### src/rtl/lsu_pkg.sv
package lsu_pkg;
  localparam int OPC_W = 6;

  typedef enum logic [1:0] {
    SZ_BYTE = 2'd0,
    SZ_HALF = 2'd1,
    SZ_WORD = 2'd2
  } acc_size_e;

  typedef struct packed {
    logic      known;
    logic      is_store;
    logic      sext;
    acc_size_e size;
  } acc_ctl_t;

  localparam logic [OPC_W-1:0] OPC_LD_B  = 6'h20;
  localparam logic [OPC_W-1:0] OPC_LD_H  = 6'h21;
  localparam logic [OPC_W-1:0] OPC_LD_W  = 6'h23;
  localparam logic [OPC_W-1:0] OPC_LD_BU = 6'h24;
  localparam logic [OPC_W-1:0] OPC_LD_HU = 6'h25;
  localparam logic [OPC_W-1:0] OPC_ST_B  = 6'h28;
  localparam logic [OPC_W-1:0] OPC_ST_H  = 6'h29;
  localparam logic [OPC_W-1:0] OPC_ST_W  = 6'h2B;
endpackage

### src/rtl/lsu_opdecode.sv
module lsu_opdecode
  import lsu_pkg::*;
(
  input  logic [OPC_W-1:0] opcode,
  output acc_ctl_t         ctl
);
  always_comb begin
    ctl = '{known: 1'b1, is_store: 1'b0, sext: 1'b0, size: SZ_WORD};
    case (opcode)
      OPC_LD_B:  begin ctl.size = SZ_BYTE; ctl.sext = 1'b1; end
      OPC_LD_H:  begin ctl.size = SZ_HALF; ctl.sext = 1'b1; end
      OPC_LD_W:  ctl.size = SZ_WORD;
      OPC_LD_BU: ctl.size = SZ_BYTE;
      OPC_LD_HU: ctl.size = SZ_HALF;
      OPC_ST_B:  begin ctl.size = SZ_BYTE; ctl.is_store = 1'b1; end
      OPC_ST_H:  begin ctl.size = SZ_HALF; ctl.is_store = 1'b1; end
      OPC_ST_W:  begin ctl.size = SZ_WORD; ctl.is_store = 1'b1; end
      default:   ctl.known = 1'b0;
    endcase
  end
endmodule

### src/rtl/lsu_lane_gen.sv
module lsu_lane_gen
  import lsu_pkg::*;
#(
  parameter int XLEN  = 32,
  localparam int NL   = XLEN / 8,
  localparam int OFFW = $clog2(NL)
) (
  input  acc_ctl_t          ctl,
  input  logic [OFFW-1:0]   off,
  input  logic [XLEN-1:0]   wsrc,
  output logic [NL-1:0]     strb,
  output logic [XLEN-1:0]   wrep,
  output logic              misal
);
  always_comb begin
    unique case (ctl.size)
      SZ_BYTE: misal = 1'b0;
      SZ_HALF: misal = off[0];
      default: misal = (off != '0);
    endcase
  end

  for (genvar g = 0; g < NL; g++) begin : g_lane
    localparam logic [OFFW-1:0] LIDX = OFFW'(g);
    always_comb begin
      unique case (ctl.size)
        SZ_BYTE: begin
          strb[g]          = (off == LIDX);
          wrep[8*g +: 8]   = wsrc[7:0];
        end
        SZ_HALF: begin
          strb[g]          = (off[OFFW-1:1] == LIDX[OFFW-1:1]);
          wrep[8*g +: 8]   = wsrc[8*(g%2) +: 8];
        end
        default: begin
          strb[g]          = 1'b1;
          wrep[8*g +: 8]   = wsrc[8*g +: 8];
        end
      endcase
    end
  end
endmodule

### src/rtl/lsu_load_extract.sv
module lsu_load_extract
  import lsu_pkg::*;
#(
  parameter int XLEN  = 32,
  localparam int NL   = XLEN / 8,
  localparam int OFFW = $clog2(NL)
) (
  input  acc_ctl_t          ctl,
  input  logic [OFFW-1:0]   off,
  input  logic [XLEN-1:0]   word,
  output logic [XLEN-1:0]   result
);
  logic [XLEN-1:0] shifted;
  assign shifted = word >> {off, 3'b000};

  always_comb begin
    unique case (ctl.size)
      SZ_BYTE: result = {{(XLEN-8){ctl.sext & shifted[7]}}, shifted[7:0]};
      SZ_HALF: result = {{(XLEN-16){ctl.sext & shifted[15]}}, shifted[15:0]};
      default: result = word;
    endcase
  end
endmodule

### src/rtl/lsu_align_unit.sv
module lsu_align_unit
  import lsu_pkg::*;
#(
  parameter int XLEN  = 32,
  parameter int DISPW = 16,
  localparam int NL   = XLEN / 8,
  localparam int OFFW = $clog2(NL)
) (
  input  logic              clk,
  input  logic              rst_n,
  input  logic              req_valid,
  output logic              req_ready,
  input  logic [OPC_W-1:0]  req_opcode,
  input  logic [XLEN-1:0]   req_base,
  input  logic [DISPW-1:0]  req_disp,
  input  logic [XLEN-1:0]   req_wdata,
  output logic              misaligned,
  output logic              mem_valid,
  input  logic              mem_ready,
  output logic [XLEN-1:0]   mem_addr,
  output logic              mem_we,
  output logic [NL-1:0]     mem_strb,
  output logic [XLEN-1:0]   mem_wdata,
  input  logic              rdat_valid,
  output logic              rdat_ready,
  input  logic [XLEN-1:0]   rdat_word,
  output logic              ld_valid,
  input  logic              ld_ready,
  output logic [XLEN-1:0]   ld_data
);
  acc_ctl_t        cur_ctl;
  logic [NL-1:0]   lane_strb;
  logic            bad_align;
  logic            refuse;
  logic            pend_q;
  acc_ctl_t        ctx_ctl_q;
  logic [OFFW-1:0] ctx_off_q;

  assign mem_addr = req_base + {{(XLEN-DISPW){req_disp[DISPW-1]}}, req_disp};

  lsu_opdecode u_dec (
    .opcode (req_opcode),
    .ctl    (cur_ctl)
  );

  lsu_lane_gen #(.XLEN(XLEN)) u_lane (
    .ctl   (cur_ctl),
    .off   (mem_addr[OFFW-1:0]),
    .wsrc  (req_wdata),
    .strb  (lane_strb),
    .wrep  (mem_wdata),
    .misal (bad_align)
  );

  assign refuse     = ~cur_ctl.known | bad_align;
  assign misaligned = req_valid & cur_ctl.known & bad_align;
  assign mem_valid  = req_valid & ~refuse & ~pend_q;
  assign req_ready  = refuse | (mem_ready & ~pend_q);
  assign mem_we     = mem_valid & cur_ctl.is_store;
  assign mem_strb   = mem_we ? lane_strb : '0;

  always_ff @(posedge clk or negedge rst_n) begin
    if (!rst_n) begin
      pend_q    <= 1'b0;
      ctx_ctl_q <= '0;
      ctx_off_q <= '0;
    end else if (mem_valid && mem_ready && !cur_ctl.is_store) begin
      pend_q    <= 1'b1;
      ctx_ctl_q <= cur_ctl;
      ctx_off_q <= mem_addr[OFFW-1:0];
    end else if (ld_valid && ld_ready) begin
      pend_q    <= 1'b0;
    end
  end

  assign ld_valid   = pend_q & rdat_valid;
  assign rdat_ready = pend_q & ld_ready;

  lsu_load_extract #(.XLEN(XLEN)) u_ext (
    .ctl    (ctx_ctl_q),
    .off    (ctx_off_q),
    .word   (rdat_word),
    .result (ld_data)
  );
endmodule

### config.mk
export PLATFORM = sky130hd
export DESIGN_NAME = lsu_align_unit
export DESIGN_NICKNAME = d
export VERILOG_FILES = /design/src/rtl/lsu_pkg.sv /design/src/rtl/lsu_opdecode.sv /design/src/rtl/lsu_lane_gen.sv /design/src/rtl/lsu_load_extract.sv /design/src/rtl/lsu_align_unit.sv
export SDC_FILE = /design/constraint.sdc
export NUM_CORES = 1
export LEC_CHECK = 0
export BUFFER_PORTS_ARGS = -buffer_cell sky130_fd_sc_hd__buf_2
export CAP_MARGIN = 20
export CORE_ASPECT_RATIO = 1.4
export CORE_MARGIN = 10
export CORE_UTILIZATION = 40
export CTS_CLUSTER_SIZE = 14
export DETAILED_ROUTE_END_ITERATION = 8
export GPL_ROUTABILITY_DRIVEN = 0
export PLACE_DENSITY_LB_ADDON = 0.1
export SLEW_MARGIN = 20
export SYNTH_ARGS = -nofsm -noshare
export SYNTH_HDL_FRONTEND = slang
export SYNTH_SLANG_ARGS = --single-unit
export TNS_END_PERCENT = 10
### constraint.sdc
create_clock -name clk -period 6.78 [get_ports clk]
set_input_delay 1.356 -clock clk [delete_from_list [all_inputs] [get_ports clk]]
set_output_delay 1.356 -clock clk [all_outputs]
set_load 0.02 [all_outputs]
==> flow_results.xml <==
<?xml version="1.0" encoding="UTF-8"?>
<metrics>
  <group name="run_status">
    <metric name="run_status" unit="">completed</metric>
  </group>
  <group name="pwr">
    <metric name="leakage" unit="nW">2.544</metric>
    <metric name="ir_drop" unit="mV">0.09819</metric>
    <metric name="p_total" unit="mW">0.7986</metric>
    <metric name="pd_cells" unit="nW/um2">175.5</metric>
  </group>
  <group name="final_layout">
    <metric name="layout_commonest_cell" unit="">buf_2</metric>
    <metric name="final-instance-count-excl-fill" unit="">812</metric>
    <metric name="fin_nets" unit="">867</metric>
    <metric name="multiInputGateArea" unit="um2">2963</metric>
    <metric name="stdcell_area" unit="um2">4551</metric>
    <metric name="nFillCells" unit="">894</metric>
    <metric name="flow.area_growth_from_synthesis" unit="%">35.10</metric>
    <metric name="postLayoutCoreUtil" unit="%">55.51</metric>
    <metric name="final_layout_size_suffix_gt1_share" unit="%">35.83</metric>
    <metric name="layout.cells.most_common_list" unit="">buf_2 (229), nand2_1 (105), a21oi_1 (58), nor2_1 (33)</metric>
    <metric name="seq_area" unit="um2">150.1</metric>
  </group>
  <group name="clock_network">
    <metric name="worstSkewPairLatency" unit="ns">0.23</metric>
    <metric name="numClockSinks" unit="">6</metric>
    <metric name="ctsResizeCount" unit="">0</metric>
    <metric name="cts_hold_buffers" unit="">0</metric>
    <metric name="clockRootBuffer" unit="">clkbuf_16</metric>
    <metric name="cts_setup_buffers" unit="">0</metric>
    <metric name="path_clk_slew" unit="ns">0.03</metric>
    <metric name="cts_made_buffers" unit="">3</metric>
    <metric name="cts-htree-levels" unit="">1</metric>
    <metric name="ctsLongestPathBuffers" unit="">2</metric>
    <metric name="cts_tree" unit="">built</metric>
  </group>
  <group name="grt">
    <metric name="wire_length_of_the_first_global_routing_pass" unit="mm">21.31</metric>
    <metric name="grt_pass1_vias" unit="">4606</metric>
    <metric name="grt_usage" unit="%">19.44</metric>
    <metric name="grt_antenna_before_repair" unit="">0</metric>
    <metric name="grt_overflow_total" unit="">0</metric>
    <metric name="pin_count_of_the_biggest_net_entering_global_routing" unit="">53</metric>
  </group>
  <group name="setup_path">
    <metric name="critical_path.cell_chain" unit="">buf_2 &gt; ha_1 &gt; inv_1 &gt; fa_1 &gt; nand2b_1 &gt; a21o_1 &gt; a311o_1 &gt; o21ai_0 &gt; a21oi_1 &gt; o311ai_0 &gt; xor2_1 &gt; buf_2</metric>
    <metric name="startpoint_kind_of_the_worst_setup_timing_path" unit="">primary input</metric>
    <metric name="worst_path_max_delay_cell" unit="">o311ai_0</metric>
    <metric name="slowest_delay" unit="ns">0.43</metric>
    <metric name="crit_path_max_fo" unit="">3</metric>
    <metric name="criticalPathCategory" unit="">in2out</metric>
    <metric name="critical_path_arrival" unit="ns">3.88</metric>
    <metric name="path_common_cell" unit="">buf_2</metric>
    <metric name="crit_path_end_kind" unit="">output pin</metric>
    <metric name="required_time_at_the_endpoint_of_the_critical_path" unit="ns">5.42</metric>
  </group>
  <group name="synth">
    <metric name="synth_fp_nets" unit="">669</metric>
    <metric name="synthCells" unit="">513</metric>
    <metric name="async_reset_ff_share" unit="%">100.0</metric>
    <metric name="yosys_warnings" unit="">0</metric>
    <metric name="syn-mean-instance-area" unit="um2">6.566</metric>
    <metric name="synth_register_bits" unit="">6</metric>
    <metric name="synth_cell_type_count" unit="">61</metric>
    <metric name="synthFlopType" unit="">dfrtp_1</metric>
    <metric name="summed_instance_area_of_the_synthesized_netlist" unit="um2">3368</metric>
    <metric name="number_of_enable_type_register_cells_in_the_synthesized_netlist" unit="">0</metric>
    <metric name="synth_seq_area_share" unit="%">4.458</metric>
  </group>
  <group name="timing">
    <metric name="fin_tns_setup" unit="ns">0</metric>
    <metric name="worst_clock_skew" unit="ns">0.003233</metric>
    <metric name="finalSetupViolations" unit="">0</metric>
    <metric name="holdWs" unit="ns">0.4995</metric>
    <metric name="max_slew_margin" unit="%">52.63</metric>
    <metric name="rsz0062_at_grt" unit="">false</metric>
    <metric name="final-hold-violation-count" unit="">0</metric>
    <metric name="max_slew.worst_pin.slew" unit="ns">0.7068</metric>
    <metric name="timing_max_transition_violations_final" unit="">0</metric>
    <metric name="layout_setup_ws" unit="ns">1.546</metric>
    <metric name="finalCritPeriodShare" unit="%">77.20</metric>
    <metric name="achievable-frequency" unit="GHz">0.1911</metric>
    <metric name="period_minus_slack" unit="ns">5.234</metric>
  </group>
  <group name="floorplanning">
    <metric name="design.core.area" unit="um2">8198</metric>
    <metric name="chipHeight" unit="um">128.6</metric>
    <metric name="die_x" unit="um">97.56</metric>
    <metric name="ioPinCount" unit="">230</metric>
    <metric name="placement_rows" unit="">39</metric>
    <metric name="initial_utilization" unit="%">41.09</metric>
    <metric name="dieArea" unit="um2">12540</metric>
  </group>
  <group name="route">
    <metric name="drtIter0Drc" unit="">204</metric>
    <metric name="via_count" unit="">4408</metric>
    <metric name="ant_nets" unit="">0</metric>
    <metric name="drt-total-wl" unit="mm">12.98</metric>
    <metric name="detailedRoute.firstPassIterationCount" unit="">5</metric>
    <metric name="route.detailed.vias_per_inst" unit="">5.429</metric>
    <metric name="wl_cell" unit="um">15.99</metric>
    <metric name="drc" unit="">0</metric>
  </group>
  <group name="placed_design">
    <metric name="dpl.hpwl" unit="mm">11.15</metric>
    <metric name="place_inst" unit="">808</metric>
    <metric name="place_worst_setup_slack" unit="ns">1.590</metric>
    <metric name="detailed_place.area" unit="um2">4473</metric>
    <metric name="port_buffers" unit="">229</metric>
  </group>
  <group name="run">
    <metric name="cap_violations" unit="">0</metric>
  </group>
  <group name="hold_path">
    <metric name="hold_path.class" unit="">reg2reg</metric>
  </group>
</metrics>
-- path summary, 6_finish.rpt --
kind,start,to,slack [ns],depth (start not counted)
worst max-delay path,req_base[0],mem_addr[30],1.55,12
worst min-delay path,ctx_ctl_q[2]$_DFFE_PN0P_,ctx_ctl_q[2]$_DFFE_PN0P_,0.50,2
worst max register to register,pend_q$_DFFE_PN0P_,ctx_off_q[0]$_DFFE_PN0P_,5.28,3
worst min register to register,ctx_ctl_q[2]$_DFFE_PN0P_,ctx_ctl_q[2]$_DFFE_PN0P_,0.50,2
max in group asynchronous,rst_n,ctx_ctl_q[1]$_DFFE_PN0P_,5.68,1
min in group asynchronous,rst_n,pend_q$_DFFE_PN0P_,0.95,1
-- logic make-up after synthesis --
logic type,count (synthesis),share of synthesized area (%)
compound gates,164,31.09
xor+xnor,28,7.281
fa+ha+maj,32,12.11
buf+inv,57,7.578
flops,6,4.458
mux,33,10.77
simple gates,193,26.71
-- where the power goes --
group	total, mW	internal, mW	switching [mW]	leakage [nW]
clock network	0.0956	0.0757	0.0199	0.0370
registers	0.0573	0.0410	0.0162	0.0809
logic	0.646	0.245	0.400	2.43
total	0.799	0.362	0.437	2.54
-- worst max-delay path: cells and delay by family --
family / cells / cell delay [ns]
buffers and inverters: 3 / 0.34
XOR/XNOR: 1 / 0.18
AND/OR/NAND/NOR: 1 / 0.18
AO/OA/AOI/OAI: 5 / 1.18
adder cells (fa/ha/maj): 2 / 0.65
-- sequential cells by signal, summed over array words and instances, names as in the netlist --
name and cells:
ctx_ctl_q 3, ctx_off_q 2, pend_q 1
-- metal layers --
layer  share of wire (%)  GRT usage [%]  routed length [um]
met4                0.97          3.945                 126
met2                  51          36.19                6580
met1                  40          20.99                5154
met5                   0              0                   0
met3                 8.6          6.267                1122
-- synthesized netlist by cell type, types with 8 or more instances --
library cell	n	area, um2
xor2_1	10	87.58
mux2i_1	19	190.2
ha_1	31	387.9
nand2b_1	11	68.82
clkbuf_1	23	86.33
inv_1	19	71.32
nor2b_1	10	62.56
a21o_1	15	112.6
o211ai_1	8	60.06
nand2_1	105	394.1
xnor2_1	18	157.7
o21ai_0	31	155.2
mux2_2	12	135.1
buf_4	8	60.06
nor2_1	33	123.9
a21oi_1	58	290.3
-- area by class of cell --
| type | count | area share, % |
|---|---|---|
| timing repair buffer | 231 | 25.52 |
| clock buffer | 3 | 1.650 |
| antenna | 1 | 0.05499 |
| inverter | 19 | 1.567 |
| tap | 102 | 2.805 |
| multi-input combinational | 450 | 65.11 |
| sequential | 6 | 3.299 |
Power figures use the tool's default switching activity.
